--- src/rtl/irq_pkg.sv ---
package irq_pkg;
  localparam int NSRC     = 6;
  localparam int NPIN     = 3;
  localparam int IDW      = $clog2(NSRC);
  localparam int NEST_BIT = 4;
  localparam int CLR_LSB  = 8;

  typedef enum logic [1:0] {
    WA_MASK = 2'd0,
    WA_CTRL = 2'd1,
    WA_FC   = 2'd2
  } wr_addr_e;

  // External pin number to source number (priority position)
  function automatic int pin_src(input int p);
    case (p)
      2:       return 0;
      1:       return 3;
      default: return 4;
    endcase
  endfunction
endpackage

--- src/rtl/irq_req_capture.sv ---
module irq_req_capture
  import irq_pkg::*;
(
  input  logic            clk,
  input  logic            rst,
  input  logic [NPIN-1:0] ext_irq,
  input  logic [NPIN-1:0] edge_sel,
  input  logic [NSRC-1:0] int_evt,
  input  logic [NSRC-1:0] force_set,
  input  logic [NSRC-1:0] force_clr,
  input  logic [NSRC-1:0] ack_clr,
  output logic [NSRC-1:0] pending
);
  logic [NPIN-1:0] prev_q;
  logic [NSRC-1:0] lat_q, lat_d, ext_ev, ext_lvl;

  always_comb begin
    ext_ev  = '0;
    ext_lvl = '0;
    for (int p = 0; p < NPIN; p++) begin
      ext_ev[pin_src(p)]  = ext_ev[pin_src(p)]  | (edge_sel[p] & ext_irq[p] & ~prev_q[p]);
      ext_lvl[pin_src(p)] = ext_lvl[pin_src(p)] | (~edge_sel[p] & ext_irq[p]);
    end
    // new events win over clears in the same cycle; register clear beats force
    lat_d = (lat_q & ~ack_clr & ~force_clr) | (force_set & ~force_clr) | ext_ev | int_evt;
  end

  always_ff @(posedge clk) begin
    if (rst) begin
      prev_q <= '0;
      lat_q  <= '0;
    end else begin
      prev_q <= ext_irq;
      lat_q  <= lat_d;
    end
  end

  assign pending = lat_q | ext_lvl;
endmodule

--- src/rtl/irq_prio_sel.sv ---
module irq_prio_sel
  import irq_pkg::*;
(
  input  logic [NSRC-1:0] pend,
  input  logic [NSRC-1:0] mask,
  input  logic [NSRC-1:0] isr,
  input  logic            nest,
  output logic            hit,
  output logic [IDW-1:0]  idx
);
  logic [NSRC-1:0] allowed, cand;

  for (genvar i = 0; i < NSRC; i++) begin : g_allow
    // nested: nothing at equal or higher urgency in service; sequential: nothing at all
    assign allowed[i] = nest ? ~|isr[i:0] : ~|isr;
  end

  assign cand = pend & mask & allowed;
  assign hit  = |cand;

  always_comb begin
    idx = '0;
    for (int i = NSRC - 1; i >= 0; i--) begin
      if (cand[i]) idx = IDW'(i);
    end
  end
endmodule

--- src/rtl/irq_stat_stack.sv ---
module irq_stat_stack #(
  parameter int DEPTH = 7,
  parameter int W     = 22,
  localparam int SPW  = $clog2(DEPTH + 1),
  localparam int AW   = $clog2(DEPTH)
) (
  input  logic           clk,
  input  logic           rst,
  input  logic           push,
  input  logic           pop,
  input  logic [W-1:0]   din,
  output logic [W-1:0]   top_data,
  output logic [SPW-1:0] level,
  output logic           ovf
);
  logic [W-1:0]   mem [DEPTH];
  logic [SPW-1:0] sp_q;
  logic           full, empty;

  assign full  = (sp_q == SPW'(DEPTH));
  assign empty = (sp_q == '0);

  always_ff @(posedge clk) begin
    if (push && !full) mem[AW'(sp_q)] <= din;
  end

  always_ff @(posedge clk) begin
    if (rst) begin
      sp_q <= '0;
      ovf  <= 1'b0;
    end else if (push) begin
      if (full) ovf <= 1'b1;
      else      sp_q <= sp_q + 1'b1;
    end else if (pop && !empty) begin
      sp_q <= sp_q - 1'b1;
    end
  end

  assign top_data = empty ? '0 : mem[AW'(sp_q - 1'b1)];
  assign level    = sp_q;
endmodule

--- src/rtl/irq_ctrl_top.sv ---
module irq_ctrl_top
  import irq_pkg::*;
#(
  parameter int DATA_W      = 16,
  parameter int ADDR_W      = 14,
  parameter int ASTAT_W     = 8,
  parameter int MSTAT_W     = 8,
  parameter int STACK_DEPTH = 7,
  parameter int VEC_BASE    = 4,
  parameter int VEC_STEP    = 4,
  localparam int SPW        = $clog2(STACK_DEPTH + 1),
  localparam int ENT_W      = ASTAT_W + MSTAT_W + NSRC
) (
  input  logic               clk,
  input  logic               rst,
  input  logic [NPIN-1:0]    ext_irq,
  input  logic               tmr_evt,
  input  logic               sp0_tx_evt,
  input  logic               sp0_rx_evt,
  input  logic               sp1_tx_evt,
  input  logic               sp1_rx_evt,
  input  logic               wr_en,
  input  logic [1:0]         wr_addr,
  input  logic [DATA_W-1:0]  wr_data,
  input  logic [ASTAT_W-1:0] astat_in,
  input  logic [MSTAT_W-1:0] mstat_in,
  input  logic               ack,
  input  logic               rti,
  output logic               irq_valid,
  output logic [ADDR_W-1:0]  irq_vector,
  output logic [IDW-1:0]     irq_src,
  output logic [NSRC-1:0]    mask_out,
  output logic [ASTAT_W-1:0] astat_restore,
  output logic [MSTAT_W-1:0] mstat_restore,
  output logic               restore_valid,
  output logic [SPW-1:0]     stack_level,
  output logic               stack_ovf
);
  logic [NSRC-1:0]  mask_q, isr_q, pend, force_set, force_clr, ack_clr, int_evt;
  logic [NPIN-1:0]  edge_q;
  logic             nest_q, sel_hit, ack_eff, pop_ok, wr_fc;
  logic [IDW-1:0]   sel_idx;
  logic [ENT_W-1:0] top_ent;

  assign wr_fc     = wr_en && (wr_addr == WA_FC);
  assign force_set = wr_fc ? wr_data[NSRC-1:0] : '0;
  assign force_clr = wr_fc ? wr_data[CLR_LSB +: NSRC] : '0;
  assign ack_eff   = ack & irq_valid & ~rti;
  assign pop_ok    = rti & (stack_level != '0);
  assign ack_clr   = ack_eff ? (NSRC'(1) << irq_src) : '0;
  assign int_evt   = {tmr_evt, sp1_rx_evt, sp1_tx_evt, sp0_rx_evt, sp0_tx_evt, 1'b0};

  irq_req_capture u_cap (
    .clk(clk), .rst(rst), .ext_irq(ext_irq), .edge_sel(edge_q), .int_evt(int_evt),
    .force_set(force_set), .force_clr(force_clr), .ack_clr(ack_clr), .pending(pend)
  );

  irq_prio_sel u_sel (
    .pend(pend), .mask(mask_q), .isr(isr_q), .nest(nest_q), .hit(sel_hit), .idx(sel_idx)
  );

  irq_stat_stack #(.DEPTH(STACK_DEPTH), .W(ENT_W)) u_stk (
    .clk(clk), .rst(rst), .push(ack_eff), .pop(pop_ok),
    .din({astat_in, mstat_in, mask_q}), .top_data(top_ent),
    .level(stack_level), .ovf(stack_ovf)
  );

  always_ff @(posedge clk) begin
    if (rst) begin
      mask_q        <= '0;
      edge_q        <= '0;
      nest_q        <= 1'b0;
      isr_q         <= '0;
      irq_valid     <= 1'b0;
      irq_vector    <= '0;
      irq_src       <= '0;
      restore_valid <= 1'b0;
      astat_restore <= '0;
      mstat_restore <= '0;
    end else begin
      restore_valid <= pop_ok;
      if (wr_en && wr_addr == WA_MASK) mask_q <= wr_data[NSRC-1:0];
      if (wr_en && wr_addr == WA_CTRL) begin
        edge_q <= wr_data[NPIN-1:0];
        nest_q <= wr_data[NEST_BIT];
      end
      if (pop_ok) begin
        mask_q        <= top_ent[NSRC-1:0];
        mstat_restore <= top_ent[NSRC +: MSTAT_W];
        astat_restore <= top_ent[NSRC + MSTAT_W +: ASTAT_W];
      end
      // return retires the most urgent handler in service
      if (rti)          isr_q <= isr_q & (isr_q - 1'b1);
      else if (ack_eff) isr_q <= isr_q | ack_clr;
      irq_valid <= sel_hit & ~ack_eff & ~rti;
      if (sel_hit) begin
        irq_src    <= sel_idx;
        irq_vector <= ADDR_W'(VEC_BASE + VEC_STEP * int'(sel_idx));
      end
    end
  end

  assign mask_out = mask_q;
endmodule

--- config.mk ---
export PLATFORM = sky130hd
export DESIGN_NAME = irq_ctrl_top
export DESIGN_NICKNAME = d
export VERILOG_FILES = /design/src/rtl/irq_pkg.sv /design/src/rtl/irq_req_capture.sv /design/src/rtl/irq_prio_sel.sv /design/src/rtl/irq_stat_stack.sv /design/src/rtl/irq_ctrl_top.sv
export SDC_FILE = /design/constraint.sdc
export NUM_CORES = 1
export LEC_CHECK = 0
export ABC_AREA = 0
export BUFFER_PORTS_ARGS = -buffer_cell sky130_fd_sc_hd__buf_4
export CAP_MARGIN = 20
export CORE_MARGIN = 2
export CORE_UTILIZATION = 60
export CTS_BUF_LIST = sky130_fd_sc_hd__clkbuf_4
export CTS_CLUSTER_SIZE = 28
export DETAILED_ROUTE_END_ITERATION = 12
export PLACE_DENSITY = 0.85
export SLEW_MARGIN = 40
export SYNTH_ARGS = -nofsm -noshare
export SYNTH_HDL_FRONTEND = slang
export SYNTH_SLANG_ARGS = --single-unit
--- constraint.sdc ---
create_clock -name clk -period 9.35 [get_ports clk]
set_input_delay 0.4675 -clock clk [delete_from_list [all_inputs] [get_ports clk]]
set_output_delay 0.4675 -clock clk [all_outputs]
set_load 0.01 [all_outputs]
==> results.py, run 1 <==
metrics = {
    "sta": {
        "finalMaxSlewViolations": 0,
        "skew_ns": 0.0396,
        "rsz0062_at_grt": "false",
        "finalSetupViolCount": 0,
        "worstMarginPinSlew_ns": 0.719,
        "fmax_mhz": 291,
        "finalSetupTns_ns": 0,
        "maxSlewHeadroom_pct": 52.1,
        "period_share_pct": 36.8,
        "fin_crit_ns": 3.44,
        "hold_viol_final": 0,
    },
    "layout": {
        "nNetsFinal": 728,
        "drive_above_1_share_pct": 29.7,
        "layout.cells.non_filler": 891,
        "final_util_pct": 73.3,
        "final_cell_mix": "edfxtp_1, buf_4, clkbuf_4",
        "final_common_cell": "edfxtp_1",
        "area_growth_pct": 18.2,
        "final_cell_area_um2": 9790,
        "num-fill-cells": 869,
    },
    "run": {
        "timing.max_cap.violations": 0,
    },
    "routing": {
        "drt-initial-drc-count": 444,
        "drc": 0,
        "antenna_left": 0,
        "dr.pass1.iters": 5,
        "totalWireLength_um": 17400,
        "wl_per_cell_um": 19.6,
        "vias_per_cell": 5.86,
        "vias": 5221,
    },
    "floorplan": {
        "die_area_um2": 14800,
        "die_h_um": 121,
        "die_w_um": 121,
        "start_util_pct": 62.0,
        "num_io_pins": 92,
        "core_um2": 13300,
        "rows": 42,
    },
    "logic_synthesis": {
        "synthFlopType": "edfxtp_1",
        "yosysSeqAreaShare_pct": 68.9,
        "yosysWarnings": 0,
        "syn_area_um2": 8280,
        "yosys.cell_types.count": 51,
        "synth-edff-count": 154,
        "synth_cells": 559,
        "ys_ff_latch": 208,
        "synthArstFlopShare_pct": 0,
        "syn_avg_cell_area_um2": 14.8,
    },
    "placement": {
        "gp_congestion": 0.896,
        "dpl.cell_count": 791,
        "hpwl_um": 10300,
        "port_buffers": 77,
        "placed_cell_area_um2": 9050,
    },
    "power_and_ir_drop": {
        "ir_drop_v": 0.000227,
        "pwr_density_cell_nw_per_um2": 304,
        "leakage_uw": 0.00350,
        "p_total_uw": 2970,
    },
    "global_route": {
        "grt_overflow": 0,
        "grt.total_usage_pct": 24.8,
        "grt_start_max_net_pins": 64,
        "antenna_found_initial": 1,
        "grt_pass1_wl_um": 27300,
        "grt_pass1_vias": 5332,
    },
    "cts": {
        "cts.path.max_buffers": 3,
        "clk_latency_ns": 0.66,
        "tritoncts": "built",
        "ctsResizeCount": 0,
        "path_clk_slew_ns": 0.08,
        "post_cts_buffers": 0,
        "clock_sinks": 208,
        "cts-root-buf": "clkbuf_4",
        "cts_buffers": 51,
        "htree_levels": 2,
    },
    "hold_path": {
        "hold_class": "in2reg",
        "holdPathStages": 1,
    },
    "setup_path": {
        "critPathArrivalTime_ns": 3.95,
        "start_kind": "register",
        "end_kind": "register",
        "rr_worst_depth": 7,
        "cp.required_ns": 9.86,
        "worstSetupPathType": "reg2reg",
        "path_max_fanout": 63,
    },
    "run_status": {
        "outcome": "finished, final reports clean",
    },
}
## final timing paths
path / from / end / slack, ns
worst max-delay path: u_stk.level[0] / mstat_restore[7] / 5.91
worst min-delay path: astat_in[6] / u_stk.mem[4][20] / 0.03
worst max register to register: u_stk.level[0] / mstat_restore[7] / 5.91
worst min register to register: irq_vector[2] / irq_vector[2] / 0.46
## stage by stage
stage / hold slack [ns] / worst slack [ns]
2_1_floorplan: 0.444 / 6.05
3_5_place_dp: 0.459 / 5.91
6_report: 0.0308 / 5.91
3_3_place_gp: 0.446 / 5.93
4_1_cts: 0.000864 / 5.88
5_1_grt: 0.00575 / 5.65
## synth_stat cells, drive strengths merged (3+ instances only)
| master | count | area, um2 |
|---|---|---|
| ha | 5 | 62.6 |
| mux2i | 33 | 330 |
| o21a | 4 | 30.0 |
| dfxtp | 54 | 1080 |
| a31oi | 4 | 25.0 |
| nor2 | 56 | 210 |
| nand3 | 5 | 25.0 |
| a22oi | 6 | 45.0 |
| o21ai | 7 | 35.0 |
| clkbuf | 17 | 63.8 |
| a21o | 3 | 22.5 |
| nor3 | 21 | 115 |
| a211oi | 51 | 383 |
| nand2 | 19 | 71.3 |
| nand3b | 4 | 30.0 |
| edfxtp | 154 | 4620 |
| nor2b | 11 | 68.8 |
| buf | 24 | 155 |
| mux4 | 22 | 495 |
| a21oi | 19 | 95.1 |
| inv | 9 | 33.8 |
## cell type report
type | instances | area, um2 | area share (%)
timing repair buffer | 96 | 766 | 7.82
clock inverter | 20 | 120 | 1.23
clock buffer | 71 | 533 | 5.45
inverter | 10 | 37.5 | 0.384
sequential | 208 | 5710 | 58.3
tap | 176 | 220 | 2.25
multi-input combinational | 309 | 2400 | 24.5
antenna | 1 | 2.50 | 0.0256
## critical path, stage by stage (launching register included)
cell	delay (ns)
dfxtp_2	0.62
buf_4	0.63
inv_1	0.22
ha_2	0.37
buf_4	0.55
mux4_2	0.42
a211oi_1	0.34
nor3_1	0.08
## sequential cells by signal (all words and copies together), names as in the netlist
name           flops
irq_valid          1
restore_valid      1
irq_src            3
u_stk.mem        154
isr_q              6
u_cap.prev_q       3
irq_vector         4
u_cap.lat_q        6
mstat_restore      8
mask_out           6
edge_q             3
astat_restore      8
nest_q             1
u_stk.level        3
u_stk.ovf          1
## cell families after synthesis
family	Yosys count	share of synthesized area, %
flip-flops	208	68.9
AND/OR/NAND/NOR	129	7.67
AO/OA/AOI/OAI	108	9.26
multiplexers	55	9.97
buffers and inverters	51	3.10
adder cells (fa/ha/maj)	5	0.755
XOR/XNOR	2	0.302
other	1	0.0453
## power breakdown
part           total [uW]  internal [uW]  switching [uW]
clock                 735            383             352
sequential           1210           1100             111
combinational        1030            452             577
## what timing repair did
action / CTS / global route
endpoints found under the hold margin: 4 / 18
hold buffers: 2 / 5
endpoints found under the setup margin: 0 / 0
## per-layer routing
layer	global-route usage [%]	routed length, um
met1	31.4	7120
met2	41.3	8800
met3	6.16	1250
met4	9.84	257
met5	0	0
No activity file was read; power rests on OpenSTA's default activity.
==> run 2: changes to the inputs <==
--- a/config.mk
+++ b/config.mk
@@ -9,11 +9,11 @@
 export BUFFER_PORTS_ARGS = -buffer_cell sky130_fd_sc_hd__buf_4
 export CAP_MARGIN = 20
 export CORE_MARGIN = 2
-export CORE_UTILIZATION = 60
+export CORE_UTILIZATION = 55
 export CTS_BUF_LIST = sky130_fd_sc_hd__clkbuf_4
 export CTS_CLUSTER_SIZE = 28
 export DETAILED_ROUTE_END_ITERATION = 12
-export PLACE_DENSITY = 0.85
+export PLACE_DENSITY = 0.83
 export SLEW_MARGIN = 40
 export SYNTH_ARGS = -nofsm -noshare
 export SYNTH_HDL_FRONTEND = slang
==> constraint.sdc (replaced) <==
create_clock -name clk -period 2.91 [get_ports clk]
set_input_delay 0.1455 -clock clk [delete_from_list [all_inputs] [get_ports clk]]
set_output_delay 0.1455 -clock clk [all_outputs]
set_load 0.01 [all_outputs]
==> run 2 against run 1 <==
Compared with the run above:
- setup slack worse by 5.6 ns
- total power grew to 3.3 times the previous value
- global-route usage shrank 1.2 points
- core utilization shrank 2.8 points
- combinational power rose to 3.5 times the previous value
- sequential power grew to 3.2 times the previous value
- first-iteration DRC count decreased by 1.6%
- largest power group unchanged
- via count up 5.1%
- die area rose by 8.8%
- non-clock buffer count rose by 50
- sequential share of layout area decreased by 3.1 points
==> results.py, run 2 (synthesized netlist as in run 1, its figures left out) <==
metrics = {
    "run_status": {
        "outcome": "finished, final reports clean",
    },
    "sta": {
        "finalMaxSlewViolations": 0,
        "period_share_pct": 88.8,
        "finalSetupViolCount": 0,
        "skew_ns": 0.0258,
        "hold_viol_final": 0,
        "finalSetupTns_ns": 0,
        "worstMarginPinSlew_ns": 0.702,
        "fmax_mhz": 387,
        "rsz0062_at_grt": "false",
        "fin_crit_ns": 2.58,
        "maxSlewHeadroom_pct": 53.0,
    },
    "run": {
        "timing.max_cap.violations": 0,
    },
    "global_route": {
        "grt_overflow": 0,
        "gr-usage-met2_pct": 40.7,
        "grt_pass1_vias": 5850,
        "grt_start_max_net_pins": 50,
        "use_met3_pct": 5.10,
        "grt_pass1_wl_um": 29500,
        "grt_busiest_layer": "met2",
        "antenna_found_initial": 0,
        "gr-usage-met1_pct": 29.6,
        "grt.total_usage_pct": 23.6,
    },
    "layout": {
        "drive_above_1_share_pct": 28.6,
        "num-fill-cells": 943,
        "nNetsFinal": 776,
        "largest_registers": "u_stk.mem (154), astat_restore (8), mstat_restore (8)",
        "final_common_cell": "edfxtp_1",
        "n_antenna_cell": 0,
        "area_growth_pct": 24.7,
        "largest_reg_flops": 154,
        "final_util_pct": 70.5,
        "final_cell_mix": "edfxtp_1, buf_4, clkbuf_4",
        "largest-register": "u_stk.mem",
    },
    "floorplan": {
        "die_area_um2": 16100,
        "core_um2": 14600,
        "num_io_pins": 92,
        "start_util_pct": 56.6,
        "die_w_um": 127,
        "die_h_um": 127,
        "rows": 44,
    },
    "placement": {
        "hpwl_um": 10500,
        "port_buffers": 77,
        "gp_congestion": 0.846,
    },
    "routing": {
        "wl_per_cell_um": 19.6,
        "antenna_left": 0,
        "vias_per_cell": 5.79,
        "drt-initial-drc-count": 437,
        "totalWireLength_um": 18600,
        "vias": 5487,
        "dr.pass1.iters": 7,
        "drc": 0,
    },
    "cts": {
        "cts-root-buf": "clkbuf_4",
        "cts_buffers": 49,
        "tritoncts": "built",
        "ctsResizeCount": 0,
        "clock_sinks": 208,
        "clk_latency_ns": 0.63,
        "cts.path.max_buffers": 3,
        "path_clk_slew_ns": 0.07,
        "htree_levels": 2,
    },
    "setup_path": {
        "critPathArrivalTime_ns": 3.06,
        "rr_worst_depth": 7,
        "r2r_slack_ns": 0.33,
        "reg2reg_to": "astat_restore[4]",
        "worstSetupPathType": "reg2reg",
        "path_max_fanout": 30,
        "endpoint": "astat_restore[4]",
        "critPathLaunch": "u_stk.level[1]",
        "cp.required_ns": 3.38,
        "end_kind": "register",
        "reg2reg_from": "u_stk.level[1]",
        "start_kind": "register",
    },
    "power_and_ir_drop": {
        "pwr_density_cell_nw_per_um2": 944,
        "ir_drop_v": 0.000646,
        "leakage_uw": 0.00374,
    },
    "hold_path": {
        "hold_class": "in2reg",
    },
}
[run 2: worst min path at each step]
stage / depth (start not counted) / start / end
after detailed placement: 2 / tmr_evt / u_cap.lat_q[5]
after global placement: 2 / sp0_tx_evt / u_cap.lat_q[1]
after CTS: 4 / wr_en / mask_out[1]
final: 4 / wr_en / mask_out[1]
after global routing: 4 / wr_en / mask_out[4]
after floorplan: 0 / mstat_in[4] / u_stk.mem[0][10]
[run 2: power by group]
part	switching, uW	internal [uW]
Clock	1110	1220
Sequential	302	3520
Combinational	2010	1590
[run 2: stage by stage]
step	power, uW	instances	setup WS [ns]	instance area, um2	hold WS [ns]
finish	9750	947	0.327	10300	0.178
global placement	7200	806	0.500	9160	0.355
CTS	9790	947	0.362	10300	0.131
global route	10300	947	0.194	10300	0.126
detailed placement	7400	807	0.379	9190	0.365
floorplan	6140	568	0.179	8330	0.244
[run 2: timing repair]
item	CTS	global route
buffers inserted	0	0
endpoints found under the hold margin	138	0
hold buffers	50	0
[run 2: worst max-delay path, stage by stage, from the launching register on]
cell,delay (ns)
dfxtp_1,0.58
inv_1,0.16
ha_1,0.30
xnor2_4,0.44
buf_4,0.45
a211oi_1,0.08
a211oi_1,0.34
nor3_1,0.08
[run 2: cell type report]
class | count | area, um2 | share of cell area (%)
Tap cell | 184 | 230 | 2.23
Clock buffer | 78 | 586 | 5.67
Clock inverter | 12 | 55.1 | 0.533
Inverter | 10 | 37.5 | 0.363
Timing Repair Buffer | 146 | 1310 | 12.7
Sequential cell | 208 | 5710 | 55.2
Multi-Input combinational cell | 309 | 2410 | 23.3
[run 2: per-layer routing]
metal  share of wire, %  wire [um]
met1                 40       7450
met2                 51       9380
met3                7.6       1410
met4                1.7        323
met5                  0          0
